<file path="src/rtl/rfsh_pkg.sv">
package rfsh_pkg;
  // Strobes sent from the control block to the datapath
  typedef struct packed {
    logic refresh;  // refresh cycle in progress
    logic load;     // software write of the register
  } rfshCtl_t;
endpackage

</file>
<file path="src/rtl/rfsh_ctrl.sv">
module rfsh_ctrl
  import rfsh_pkg::*;
(
  input  logic     clk,
  input  logic     rstN,
  input  logic     decodeIdle,
  input  logic     wrEn,
  output rfshCtl_t ctl
);
  logic prevIdle;

  // Remember the phase input so that only its first cycle produces a strobe
  always_ff @(posedge clk or negedge rstN) begin
    if (!rstN) prevIdle <= 1'b0;
    else       prevIdle <= decodeIdle;
  end

  always_comb begin
    ctl.refresh = decodeIdle & ~prevIdle & rstN;
    ctl.load    = wrEn & rstN;
  end
endmodule

</file>
<file path="src/rtl/rfsh_datapath.sv">
module rfsh_datapath
  import rfsh_pkg::*;
#(
  parameter int ADDR_W = 8,
  parameter int LOW_W  = 7,
  parameter int EXT_W  = 8,
  parameter bit EXT_EN = 1'b1
) (
  input  logic              clk,
  input  logic              rstN,
  input  rfshCtl_t          ctl,
  input  logic [ADDR_W-1:0] wrData,
  output logic [ADDR_W-1:0] rfshAddr,
  output logic [EXT_W-1:0]  extRow
);
  localparam int HIGH_W = ADDR_W - LOW_W;

  logic [ADDR_W-1:0] rowReg;
  logic [LOW_W-1:0]  lowNext;
  logic [ADDR_W-1:0] stepped;

  // Only the low field advances; the high field is carried through unchanged
  always_comb begin
    lowNext = rowReg[LOW_W-1:0] + {{(LOW_W-1){1'b0}}, 1'b1};
    stepped = {rowReg[ADDR_W-1 -: HIGH_W], lowNext};
  end

  // A write takes precedence over the increment
  always_ff @(posedge clk or negedge rstN) begin
    if (!rstN)            rowReg <= '0;
    else if (ctl.load)    rowReg <= wrData;
    else if (ctl.refresh) rowReg <= stepped;
  end

  assign rfshAddr = ctl.refresh ? rowReg : '0;

  generate
    if (EXT_EN) begin : g_ext
      logic [EXT_W-1:0] extCnt;
      // Counter advanced by the strobe alone; writes do not touch it
      always_ff @(posedge clk or negedge rstN) begin
        if (!rstN)            extCnt <= '0;
        else if (ctl.refresh) extCnt <= extCnt + {{(EXT_W-1){1'b0}}, 1'b1};
      end
      assign extRow = ctl.refresh ? extCnt : '0;
    end else begin : g_noext
      // Without the extension, the register itself is presented
      always_comb begin
        extRow = '0;
        if (ctl.refresh) extRow[ADDR_W-1:0] = rowReg;
      end
    end
  endgenerate
endmodule

</file>
<file path="src/rtl/rfsh_addr_gen.sv">
module rfsh_addr_gen
  import rfsh_pkg::*;
#(
  parameter int ADDR_W = 8,
  parameter int LOW_W  = 7,
  parameter int EXT_W  = 8,
  parameter bit EXT_EN = 1'b1
) (
  input  logic              clk,
  input  logic              rstN,
  input  logic              decodeIdle,
  input  logic              wrEn,
  input  logic [ADDR_W-1:0] wrData,
  output logic              rfshStrobe,
  output logic [ADDR_W-1:0] rfshAddr,
  output logic [EXT_W-1:0]  extRow
);
  rfshCtl_t ctl;

  rfsh_ctrl u_ctrl (
    .clk        (clk),
    .rstN       (rstN),
    .decodeIdle (decodeIdle),
    .wrEn       (wrEn),
    .ctl        (ctl)
  );

  rfsh_datapath #(
    .ADDR_W (ADDR_W),
    .LOW_W  (LOW_W),
    .EXT_W  (EXT_W),
    .EXT_EN (EXT_EN)
  ) u_dp (
    .clk      (clk),
    .rstN     (rstN),
    .ctl      (ctl),
    .wrData   (wrData),
    .rfshAddr (rfshAddr),
    .extRow   (extRow)
  );

  assign rfshStrobe = ctl.refresh;
endmodule

</file>
<file path="config.mk">
export PLATFORM = sky130hd
export DESIGN_NAME = rfsh_addr_gen
export DESIGN_NICKNAME = d
export VERILOG_FILES = /design/src/rtl/rfsh_pkg.sv /design/src/rtl/rfsh_ctrl.sv /design/src/rtl/rfsh_datapath.sv /design/src/rtl/rfsh_addr_gen.sv
export SDC_FILE = /design/constraint.sdc
export NUM_CORES = 1
export LEC_CHECK = 0
export ABC_AREA = 1
export CAP_MARGIN = 20
export CORE_MARGIN = 5
export CORE_UTILIZATION = 49
export CTS_BUF_LIST = sky130_fd_sc_hd__clkbuf_8
export DETAILED_ROUTE_END_ITERATION = 12
export PLACE_DENSITY = 0.81
export REMOVE_ABC_BUFFERS = 1
export SLEW_MARGIN = 20
export SYNTH_ARGS = -nofsm -noshare
export SYNTH_HDL_FRONTEND = slang
export SYNTH_SLANG_ARGS = --single-unit
</file>
<file path="constraint.sdc">
create_clock -name clk -period 1.5 [get_ports clk]
set_clock_uncertainty 0.1 [all_clocks]
set_input_delay 0.225 -clock clk [delete_from_list [all_inputs] [get_ports clk]]
set_output_delay 0.225 -clock clk [all_outputs]
set_load 0.005 [all_outputs]
</file>
# Yosys cells after proc, flatten, opt, wreduce, memory -nomap -nowiden
# Index checks and enable logic that the tools add are counted.
# word_totals
ff_bits,17
input_bits,12
output_inout_bits,17
wordCells,15
# classes
add_sub_neg,2
muxes,4
bitwise,4
n_reduce_logical,1
# op_table
cell,n
$mux W8,3
$add A8 B1 Y8 const B,1
$add A7 B1 Y7 const B,1
$mux W7,1
$and A1 B1 Y1,3
$reduce_bool A2 Y1,1
$not A1 Y1,1

# Longest topological paths before layout
# Gate-level depths: netlist (run 1).
# logic_depth
word_depth,5
mapped_depth,8
ltp_nobuf,7

# By module
# From an unflattened synthesis (run 1), not the netlist that was laid out.
# hier_totals
hier_cells,132
hier_area_um2,996.0
# modules_own_cells
mod,n_inst,cells_each,area_each_um2,seq_area_each_um2
rfsh_datapath,1,127,953.4,400.4
rfsh_ctrl,1,5,42.5,25.0

# Worst setup path before layout (run 1)
# Ideal clock, no wire load.
# synth_timing
path_type,register to output
start,register u_ctrl.prevIdle
end,output extRow[4]
arrival_ns,0.903
t_required_ns,1.175
slack_ns,0.272
stages_incl_launch_ff,6
path_buffers,2
path_cell_list,dfrtp_1 > inv_1 > nand3_2 > buf_6 > buf_2 > nor2_1
# synth_between
elab_chain_len,4
# synth_lines
item,line,source
from (decl),rfsh_ctrl.sv:10,logic prevIdle;
from (signal assigned),rfsh_ctrl.sv:15,else prevIdle <= decodeIdle;
$not A1 Y1,rfsh_ctrl.sv:19,ctl.refresh = decodeIdle & ~prevIdle & rstN;
$and A1 B1 Y1 (2 in series),rfsh_ctrl.sv:19,
$mux W8,rfsh_datapath.sv:45,assign extRow = ctl.refresh ? extCnt : '0;
to (decl),rfsh_addr_gen.sv:16,output logic [EXT_W-1:0] extRow
# Every way passes these cells.

# Worst setup path in the final report (run 1)
# layout_timing
start,register u_ctrl.prevIdle
end,output rfshAddr[2]
# layout_between
elab_chain_len,4
# layout_lines
item,line,source
$not A1 Y1,rfsh_ctrl.sv:19,
$and A1 B1 Y1 (2 in series),rfsh_ctrl.sv:19,
$mux W8,rfsh_datapath.sv:35,assign rfshAddr = ctl.refresh ? rowReg : '0;
to (decl),rfsh_addr_gen.sv:15,"output logic [ADDR_W-1:0] rfshAddr,"
# Every way passes these cells.

==> flow_metrics.env, run 1 <==
export IMPL_synth_avg_cell_area_um2=6.96
export IMPL_die_x_um=56.3
export IMPL_port_buffers=28
export IMPL_p_sw_share_pct=39.7
export IMPL_drc=0
export IMPL_slew_violations=0
export IMPL_worstSetupPathDepth=6
export IMPL_drv_cap=0
export IMPL_grt_usage_pct=21.6
export IMPL_outcome="finished with violations"
export IMPL_power_frac_comb_pct=40.3
export IMPL_path_cells="inv_2, nand3_4, buf_6, buf_12, nor2_1, buf_2"
export IMPL_power_internal_w=0.00102
export IMPL_setup_slack_ps=-111
export IMPL_cp_max_fo=6
export IMPL_fin_area_um2=1620
export IMPL_finalSetupViolCount=15
export IMPL_tritoncts="yes"
export IMPL_gp_congestion=0.813
export IMPL_cp_buffers_inverters=4
export IMPL_finish_utilization_pct=81.1
export IMPL_final_common_cell="nand2_1"
export IMPL_hold_viol_final=0
export IMPL_max_slew_margin_pct=81.6
export IMPL_finalCritPeriodShare_pct=107
export IMPL_clk_path_buf_depth=2
export IMPL_worstPathRequired_ps=1170
export IMPL_dp_cells=217
export IMPL_die_h_um=56.3
export IMPL_first_pass_iters=4
export IMPL_root_buffer="clkbuf_8"
export IMPL_syn_area_um2=1050
export IMPL_vdd_drop_max_mv=0.674
export IMPL_grt_pass1_vias=1252
export IMPL_final_cells=229
export IMPL_reg2reg_from="u_ctrl.prevIdle"
export IMPL_cts_hold_buf=0
export IMPL_rr_endpoint="u_dp.g_ext.extCnt[6]"
export IMPL_endpoint_kind="output port"
export IMPL_pwr_density_cell_nw_per_um2=1040
export IMPL_worstMarginPinSlew_ps=275
export IMPL_cts_sinks=17
export IMPL_rsz0062_at_grt="true"
export IMPL_cts_made_buffers=3
export IMPL_post_drt_wl_per_cell_um=14.2
export IMPL_drive_gt1_share_pct=32.7
export IMPL_arrival_ps=1290
export IMPL_regArea_um2=425
export IMPL_p_sw_w=0.000670
export IMPL_routed_wirelength_um=3260
export IMPL_critPathSlowestCell="dfrtp_1"
export IMPL_htree_levels=1
export IMPL_grt_max_degree=18
export IMPL_start_util_pct=52.5
export IMPL_most_common_layout_cells="nand2_1, inv_1, dfrtp_1, buf_2, buf_4"
export IMPL_grt_overflow=0
export IMPL_syn2layout_area_growth_pct=54.4
export IMPL_nFillCells=127
export IMPL_ys_seq_elements=17
export IMPL_clkTransAtPathRegs_ps=70
export IMPL_io_pins=29
export IMPL_crit_type="reg -> out"
export IMPL_period_minus_slack_ps=1610
export IMPL_min_path_type="in -> async"
export IMPL_syn_inst=151
export IMPL_die_area_um2=3170
export IMPL_startpoint_type="flop"
export IMPL_final_nets=217
export IMPL_via_per_inst=5.16
export IMPL_ant_nets=0
export IMPL_failed_checks="setup timing"
export IMPL_clk_insertion_delay_late_ps=250
export IMPL_power_frac_seq_pct=39.3
export IMPL_worst_path_largest_cell_delay_ps=400
export IMPL_total_power_w=0.00169
export IMPL_clock_fmax_mhz=621
export IMPL_rows=16
export IMPL_synth_warnings=0
export IMPL_first_iter_violations=44
export IMPL_tns_ps=-1260
export IMPL_r2r_cells=9
export IMPL_dp_hpwl_um=2110
export IMPL_antenna_found_initial=0
export IMPL_critPathTopFamily="buffers and inverters"
export IMPL_yosysUniqueCellTypes=21
export IMPL_num_antenna_cells=0
export IMPL_ys_seq_area_share_pct=40.5
export IMPL_grt_pass1_wl_um=5410
export IMPL_coreArea_um2=2000
export IMPL_multi_input_area_um2=611
export IMPL_worst_r2r_setup_slack_ps=50
export IMPL_power_leakage_nw=0.855
export IMPL_dpl_instance_area_um2=1460
export IMPL_vias=1182
export IMPL_pwr_share_clk_pct=20.4
-- repair_timing --
action | in CTS | in global routing
buffers inserted | 9 | 0
pin swaps | 1 | 3
endpoints found under the hold margin | 0 | 0
gates resized for setup | 82 | 27
setup endpoints to repair | 17 | 24
cloned | 1 | 0
-- power groups by stage --
stage | sequential [W] | combinational, W | clock, W
after floorplan | 0.000660 | 0.000333 | 0
after global placement | 0.000660 | 0.000553 | 0
after detailed placement | 0.000664 | 0.000578 | 0
after CTS | 0.000656 | 0.000597 | 0.000343
after global routing | 0.000682 | 0.000754 | 0.000358
final | 0.000664 | 0.000680 | 0.000345
-- area by class of cell --
class                           instances  share of cell area [%]
Clock inverter                          1                   0.231
Tap cell                               27                    2.08
Multi-Input combinational cell        107                    37.6
Clock buffer                            3                    2.54
Sequential cell                        17                    26.2
Inverter                               24                    5.55
Timing Repair Buffer                   50                    25.8
-- cell families (layout without fill, tap and decap cells) --
logic type / count (synthesis) / after routing / share of synthesized area, %
simple gates: 88 / 88 / 36.0
buf+inv: 27 / 78 / 10.8
flops: 17 / 17 / 40.5
compound gates: 14 / 14 / 7.86
xor+xnor: 3 / 3 / 2.50
fa+ha+maj: 2 / 2 / 2.38
-- cells in the mapped netlist (all sizes together) --
library cell | instances | area, um^2
o211ai | 3 | 22.5
inv | 24 | 90.1
nor2 | 30 | 131
buf | 3 | 23.8
dfrtp | 17 | 425
a21oi | 1 | 5.00
nand3 | 13 | 70.1
ha | 2 | 25.0
nand4 | 1 | 6.26
o21bai | 2 | 15.0
xor2 | 3 | 26.3
nand2 | 44 | 170
o21ai | 8 | 40.0
-- worst reg2reg max path: stages (launching register included) --
cell and delay [ps]:
dfrtp_1 400, inv_2 80, nand3_4 80, buf_6 140, buf_6 120, nor2_8 100
buf_6 100, nand2_4 50, o21ai_2 100, nand2_1 60
-- metal layers --
| metal | wire length, um | track usage, % | vias up | share of wire, % |
|---|---|---|---|---|
| li1 | - | - | 564 | - |
| met1 | 1220 | 23.5 | 562 | 38 |
| met2 | 1760 | 39.4 | 47 | 54 |
| met3 | 203 | 3.90 | 9 | 6.2 |
| met4 | 70 | 11.2 | 0 | 2.1 |
| met5 | 0 | 0 | - | 0 |
-- registers in the layout (all words and copies together), names as in the netlist --
signal / count
u_ctrl.prevIdle: 1
u_dp.rowReg: 8
u_dp.g_ext.extCnt: 8
-- stage by stage --
step,hold WS [ps],worst slack (ps)
2_1_floorplan,-171,163
3_3_place_gp,367,-460
3_5_place_dp,380,-495
4_1_cts,105,-194
5_1_grt,139,-143
6_report,101,-111
-- worst max path at each step --
stage,start,end,slack (ps)
2_1_floorplan,u_ctrl.prevIdle,u_dp.g_ext.extCnt[6],160
3_3_place_gp,rstN,extRow[1],-460
3_5_place_dp,rstN,extRow[7],-490
4_1_cts,u_ctrl.prevIdle,rfshAddr[5],-190
5_1_grt,u_ctrl.prevIdle,rfshAddr[2],-140
6_report,u_ctrl.prevIdle,rfshAddr[2],-110
Power figures use the tool's default switching activity.
==> run 2: changes to the inputs <==
--- a/config.mk
+++ b/config.mk
@@ -15,3 +15,3 @@
 export REMOVE_ABC_BUFFERS = 1
-export SLEW_MARGIN = 20
+export SLEW_MARGIN = 10
 export SYNTH_ARGS = -nofsm -noshare
--- a/constraint.sdc
+++ b/constraint.sdc
@@ -4,2 +4,2 @@
 set_output_delay 0.225 -clock clk [all_outputs]
-set_load 0.005 [all_outputs]
+set_load 0.02 [all_outputs]
==> run 2 against run 1 <==
The run still ends with setup timing left. Global-route usage fell by 2.9 points. Utilization grew 5.2 points. Combinational power grew 14%. Die area stayed put. Sequential power fell by 3%. Sequential share of layout area down 1.6 points. Via count shrank 1.5%. First-iteration DRC count rose by 18%. Sequential cell count unchanged. Highest routed layer unchanged.
==> flow_metrics.env, run 2 (synthesis gave the netlist of run 1 again) <==
export IMPL_power_frac_seq_pct=36.5
export IMPL_via_per_inst=5.08
export IMPL_tritoncts="yes"
export IMPL_cp_max_fo=6
export IMPL_rows=16
export IMPL_power_internal_w=0.00108
export IMPL_io_pins=29
export IMPL_max_slew_margin_pct=81.1
export IMPL_root_buffer="clkbuf_8"
export IMPL_hold_viol_final=0
export IMPL_clk_path_buf_depth=2
export IMPL_dpl_instance_area_um2=1500
export IMPL_vias=1164
export IMPL_cts_sinks=17
export IMPL_dp_hpwl_um=2100
export IMPL_met3_usage_pct=4.13
export IMPL_die_area_um2=3170
export IMPL_crit_type="reg -> out"
export IMPL_slew_violations=0
export IMPL_endpoint_kind="output port"
export IMPL_arrival_ps=1270
export IMPL_die_x_um=56.3
export IMPL_num_antenna_cells=0
export IMPL_period_minus_slack_ps=1600
export IMPL_coreArea_um2=2000
export IMPL_first_iter_violations=52
export IMPL_grt_usage_pct=18.8
export IMPL_reg_top3="u_dp.g_ext.extCnt x8, u_dp.rowReg x8, u_ctrl.prevIdle x1"
export IMPL_total_power_w=0.00177
export IMPL_pwr_density_cell_nw_per_um2=1030
export IMPL_grt_overflow=0
export IMPL_nFillCells=115
export IMPL_path_cells="inv_2, nand3_4, buf_8, nor2_2, buf_6"
export IMPL_antenna_found_initial=0
export IMPL_clock_fmax_mhz=627
export IMPL_worst_path_largest_cell_delay_ps=410
export IMPL_post_drt_wl_per_cell_um=14.1
export IMPL_power_leakage_nw=0.862
export IMPL_met2_usage_pct=33.6
export IMPL_vdd_drop_max_mv=0.845
export IMPL_clk_insertion_delay_late_ps=250
export IMPL_final_common_cell="nand2_1"
export IMPL_power_frac_comb_pct=43.8
export IMPL_most_common_layout_cells="nand2_1, inv_1, buf_4, dfrtp_1, buf_6"
export IMPL_grt_max_degree=19
export IMPL_failed_checks="setup timing"
export IMPL_port_buffers=28
export IMPL_routed_wirelength_um=3230
export IMPL_grt_pass1_vias=1174
export IMPL_cp_startpoint="u_ctrl.prevIdle"
export IMPL_cts_made_buffers=3
export IMPL_ant_nets=0
export IMPL_finalSetupViolCount=17
export IMPL_min_path_type="in -> async"
export IMPL_clkTransAtPathRegs_ps=70
export IMPL_drv_cap=0
export IMPL_gr_max_usage_layer="met2"
export IMPL_final_nets=217
export IMPL_reg2reg_from="u_dp.rowReg[1]"
export IMPL_die_h_um=56.3
export IMPL_grt_pass1_wl_um=4830
export IMPL_outcome="finished with violations"
export IMPL_htree_levels=1
export IMPL_syn2layout_area_growth_pct=64.3
export IMPL_start_util_pct=52.5
export IMPL_worst_r2r_setup_slack_ps=-20
export IMPL_fin_area_um2=1730
export IMPL_first_pass_iters=4
export IMPL_drc=0
export IMPL_p_sw_share_pct=39.1
export IMPL_gp_congestion=0.846
export IMPL_drive_gt1_share_pct=33.2
export IMPL_cts_hold_buf=0
export IMPL_worstPathRequired_ps=1170
export IMPL_pwr_share_clk_pct=19.7
export IMPL_finalCritPeriodShare_pct=106
export IMPL_critPathSlowestCell="dfrtp_1"
export IMPL_startpoint_type="flop"
export IMPL_rsz0062_at_grt="true"
export IMPL_worstMarginPinSlew_ps=282
export IMPL_p_sw_w=0.000693
export IMPL_setup_slack_ps=-96.0
export IMPL_grtUsageMet1_pct=21.6
-- run 2: area by class of cell --
cell class	count	area [um^2]	share of cell area [%]
flip-flops and latches	17	425	24.6
clock buffers	3	41.3	2.39
well taps	27	33.8	1.96
clock inverters	1	3.75	0.217
inverters	24	90.1	5.22
multi-input cells	107	627	36.3
repair buffers	50	505	29.3
-- run 2: power groups by stage --
stage | registers (W) | clock network [W] | logic (W)
finish | 0.000646 | 0.000349 | 0.000776
global route | 0.000658 | 0.000364 | 0.000856
CTS | 0.000642 | 0.000339 | 0.000673
detailed placement | 0.000648 | 0 | 0.000671
global placement | 0.000643 | 0 | 0.000648
floorplan | 0.000660 | 0 | 0.000358
-- run 2: worst paths after layout --
path | end | depth (start not counted)
worst max-delay path | rfshAddr[5] | 5
worst min-delay path | u_dp.rowReg[7] | 3
worst max register to register | u_dp.rowReg[2] | 7
worst min register to register | u_dp.rowReg[6] | 2
max in group asynchronous | u_dp.rowReg[4] | 3
min in group clk | u_ctrl.prevIdle | 1
-- run 2: critical path, delay by kind of cell, from the launching register on --
family / cells / cell delay, ps
flops: 1 / 410
simple gates: 2 / 220
buf+inv: 3 / 380
-- run 2: metal layers --
metal  vias to the layer above  share of wire (%)
met5                         -                  0
met4                         0                1.3
met3                         6                3.4
met2                        25                 54
met1                       565                 42
li1                        568                  -
-- run 2: stage by stage --
step	hold slack (ps)	instances	worst slack [ps]	utilization (%)	setup TNS, ps
after floorplan	-171	148	39.6	-	0
after global placement	367	223	-561	75.1	-12990
after detailed placement	387	223	-606	75.1	-13580
after CTS	100	228	-38.8	77.1	-402
after global routing	171	229	-148	86.3	-2070
final	152	229	-96.0	86.3	-1110
-- run 2: repair_timing --
| action | in CTS | in global routing |
|---|---|---|
| pin swaps | 1 | 0 |
| endpoints found under the setup margin | 25 | 20 |
| cloned | 0 | 1 |
| setup buffers | 1 | 0 |
| resized for setup | 96 | 43 |
==> run 3: changes to the inputs <==
- CORE_MARGIN: 5 -> not set
==> run 3 against run 2 <==
The run still ends with setup timing left. Global-route usage increased by 9.9 points. Highest routed layer unchanged. Routed wire length increased by 2.8%. Critical endpoint is now rfshAddr[6]. Sequential cell count is the same. Final cell count is 0.87% higher. Clock power is essentially flat.
==> flow_metrics.env, run 3 (synthesis gave the netlist of run 1 again) <==
export IMPL_hold_viol_final=0
export IMPL_crit_type="reg -> out"
export IMPL_post_place_ws_ps=-605
export IMPL_ant_nets=0
export IMPL_num_antenna_cells=0
export IMPL_drc=0
export IMPL_max_slew_margin_pct=83.7
export IMPL_cts_hold_buf=0
export IMPL_post_drt_wl_per_cell_um=14.4
export IMPL_failed_checks="setup timing"
export IMPL_worstMarginPinSlew_ps=243
export IMPL_period_minus_slack_ps=1580
export IMPL_pwr_density_cell_nw_per_um2=1070
export IMPL_cts_made_buffers=3
export IMPL_power_leakage_nw=0.846
export IMPL_routed_wirelength_um=3320
export IMPL_antenna_found_initial=0
export IMPL_startpoint_type="flop"
export IMPL_vias=1231
export IMPL_die_x_um=48.3
export IMPL_tritoncts="yes"
export IMPL_start_util_pct=53.0
export IMPL_final_common_cell="nand2_1"
export IMPL_endpoint_kind="output port"
export IMPL_clk_insertion_delay_late_ps=250
export IMPL_outcome="finished with violations"
export IMPL_grt_pass1_wl_um=5220
export IMPL_setup_slack_ps=-78.8
export IMPL_gp_congestion=0.816
export IMPL_clkTransAtPathRegs_ps=70
export IMPL_syn2layout_area_growth_pct=56.7
export IMPL_clk_path_buf_depth=2
export IMPL_htree_levels=1
export IMPL_cp_max_fo=5
export IMPL_final_nets=219
export IMPL_grt_usage_pct=28.6
export IMPL_grt_overflow=0
export IMPL_port_buffers=28
export IMPL_first_pass_iters=4
export IMPL_reg_top3="u_dp.g_ext.extCnt x8, u_dp.rowReg x8, u_ctrl.prevIdle x1"
export IMPL_clock_fmax_mhz=633
export IMPL_rsz0062_at_grt="true"
export IMPL_most_common_layout_cells="nand2_1, buf_4, inv_1, dfrtp_1, nor2_1"
export IMPL_drv_cap=0
export IMPL_min_path_type="in -> async"
export IMPL_first_iter_violations=52
export IMPL_slew_violations=0
export IMPL_finalCritPeriodShare_pct=105
export IMPL_fin_area_um2=1650
export IMPL_dp_hpwl_um=2070
export IMPL_cts_sinks=17
export IMPL_finalSetupViolCount=15
export IMPL_io_pins=29
export IMPL_root_buffer="clkbuf_8"
export IMPL_rows=16
export IMPL_die_area_um2=2330
export IMPL_arrival_ps=1250
export IMPL_worstPathRequired_ps=1170
export IMPL_dpl_instance_area_um2=1510
export IMPL_r2r_cells=9
export IMPL_grt_pass1_vias=1197
export IMPL_vdd_drop_max_mv=0.795
export IMPL_via_per_inst=5.33
export IMPL_coreArea_um2=1980
export IMPL_die_h_um=48.3
export IMPL_grt_max_degree=19
export IMPL_drive_gt1_share_pct=32.8
-- run 3: changes by cell type in the layout (fill, tap and decap cells not counted), moves of 2 or more --
cell,change
buf_12,-2
buf_6,-5
nor2_2,+4
nor2_4,-5
buf_4,+10
-- run 3: repair_timing --
action                                  in CTS  in global routing
gates cloned                                 1                  0
buffers inserted                             1                  0
resized for setup                          108                 15
pin swaps                                    1                  1
endpoints found under the setup margin      25                 19
-- run 3: report_power, final --
part	leakage, nW	switching [W]	internal (W)
registers	0.208	0.0000793	0.000573
clock network	0.0255	0.000166	0.000184
logic	0.612	0.000447	0.000307
-- run 3: area by class of cell --
cell class | instances | area, um^2
Clock buffer | 3 | 41.3
Clock inverter | 1 | 5.00
Fill cell | 113 | 335
Inverter | 24 | 90.1
Multi-Input combinational cell | 107 | 592
Sequential cell | 17 | 425
Tap cell | 27 | 33.8
Timing Repair Buffer | 52 | 459
-- run 3: per-stage QoR --
| step | cells | total power [W] | TNS, ps | util (%) | hold slack (ps) |
|---|---|---|---|---|---|
| final | 231 | 0.00176 | -878 | 83.1 | 158 |
| after global routing | 231 | 0.00186 | -1660 | 83.1 | 156 |
| after CTS | 231 | 0.00169 | -374 | 80.4 | 143 |
| after detailed placement | 225 | 0.00132 | -13670 | 76.0 | 393 |
| after global placement | 225 | 0.00128 | -13120 | 76.0 | 366 |
| after floorplan | 148 | 0.00102 | 0 | - | -171 |
-- run 3: final timing paths --
check | end | from | slack (ps)
setup / recovery | rfshAddr[6] | u_ctrl.prevIdle | -80
hold / removal | u_dp.g_ext.extCnt[1] | rstN | 160
setup reg to reg | u_dp.rowReg[5] | u_ctrl.prevIdle | 20
hold reg to reg | u_dp.g_ext.extCnt[7] | u_dp.g_ext.extCnt[7] | 430
max in group asynchronous | u_dp.g_ext.extCnt[2] | rstN | 1000
min in group clk | u_ctrl.prevIdle | decodeIdle | 210
-- run 3: worst max-delay path, cell delays in order (launching register included) --
cell and delay [ps]:
dfrtp_1 410, inv_2 70, nand3_4 110, buf_6 170, nor2_4 110, buf_6 130
-- run 3: per-layer routing --
metal	global-route usage (%)	wire, um
met2	54.0	1710
met3	4.09	246
met5	0	0
met4	9.31	100
met1	32.9	1260
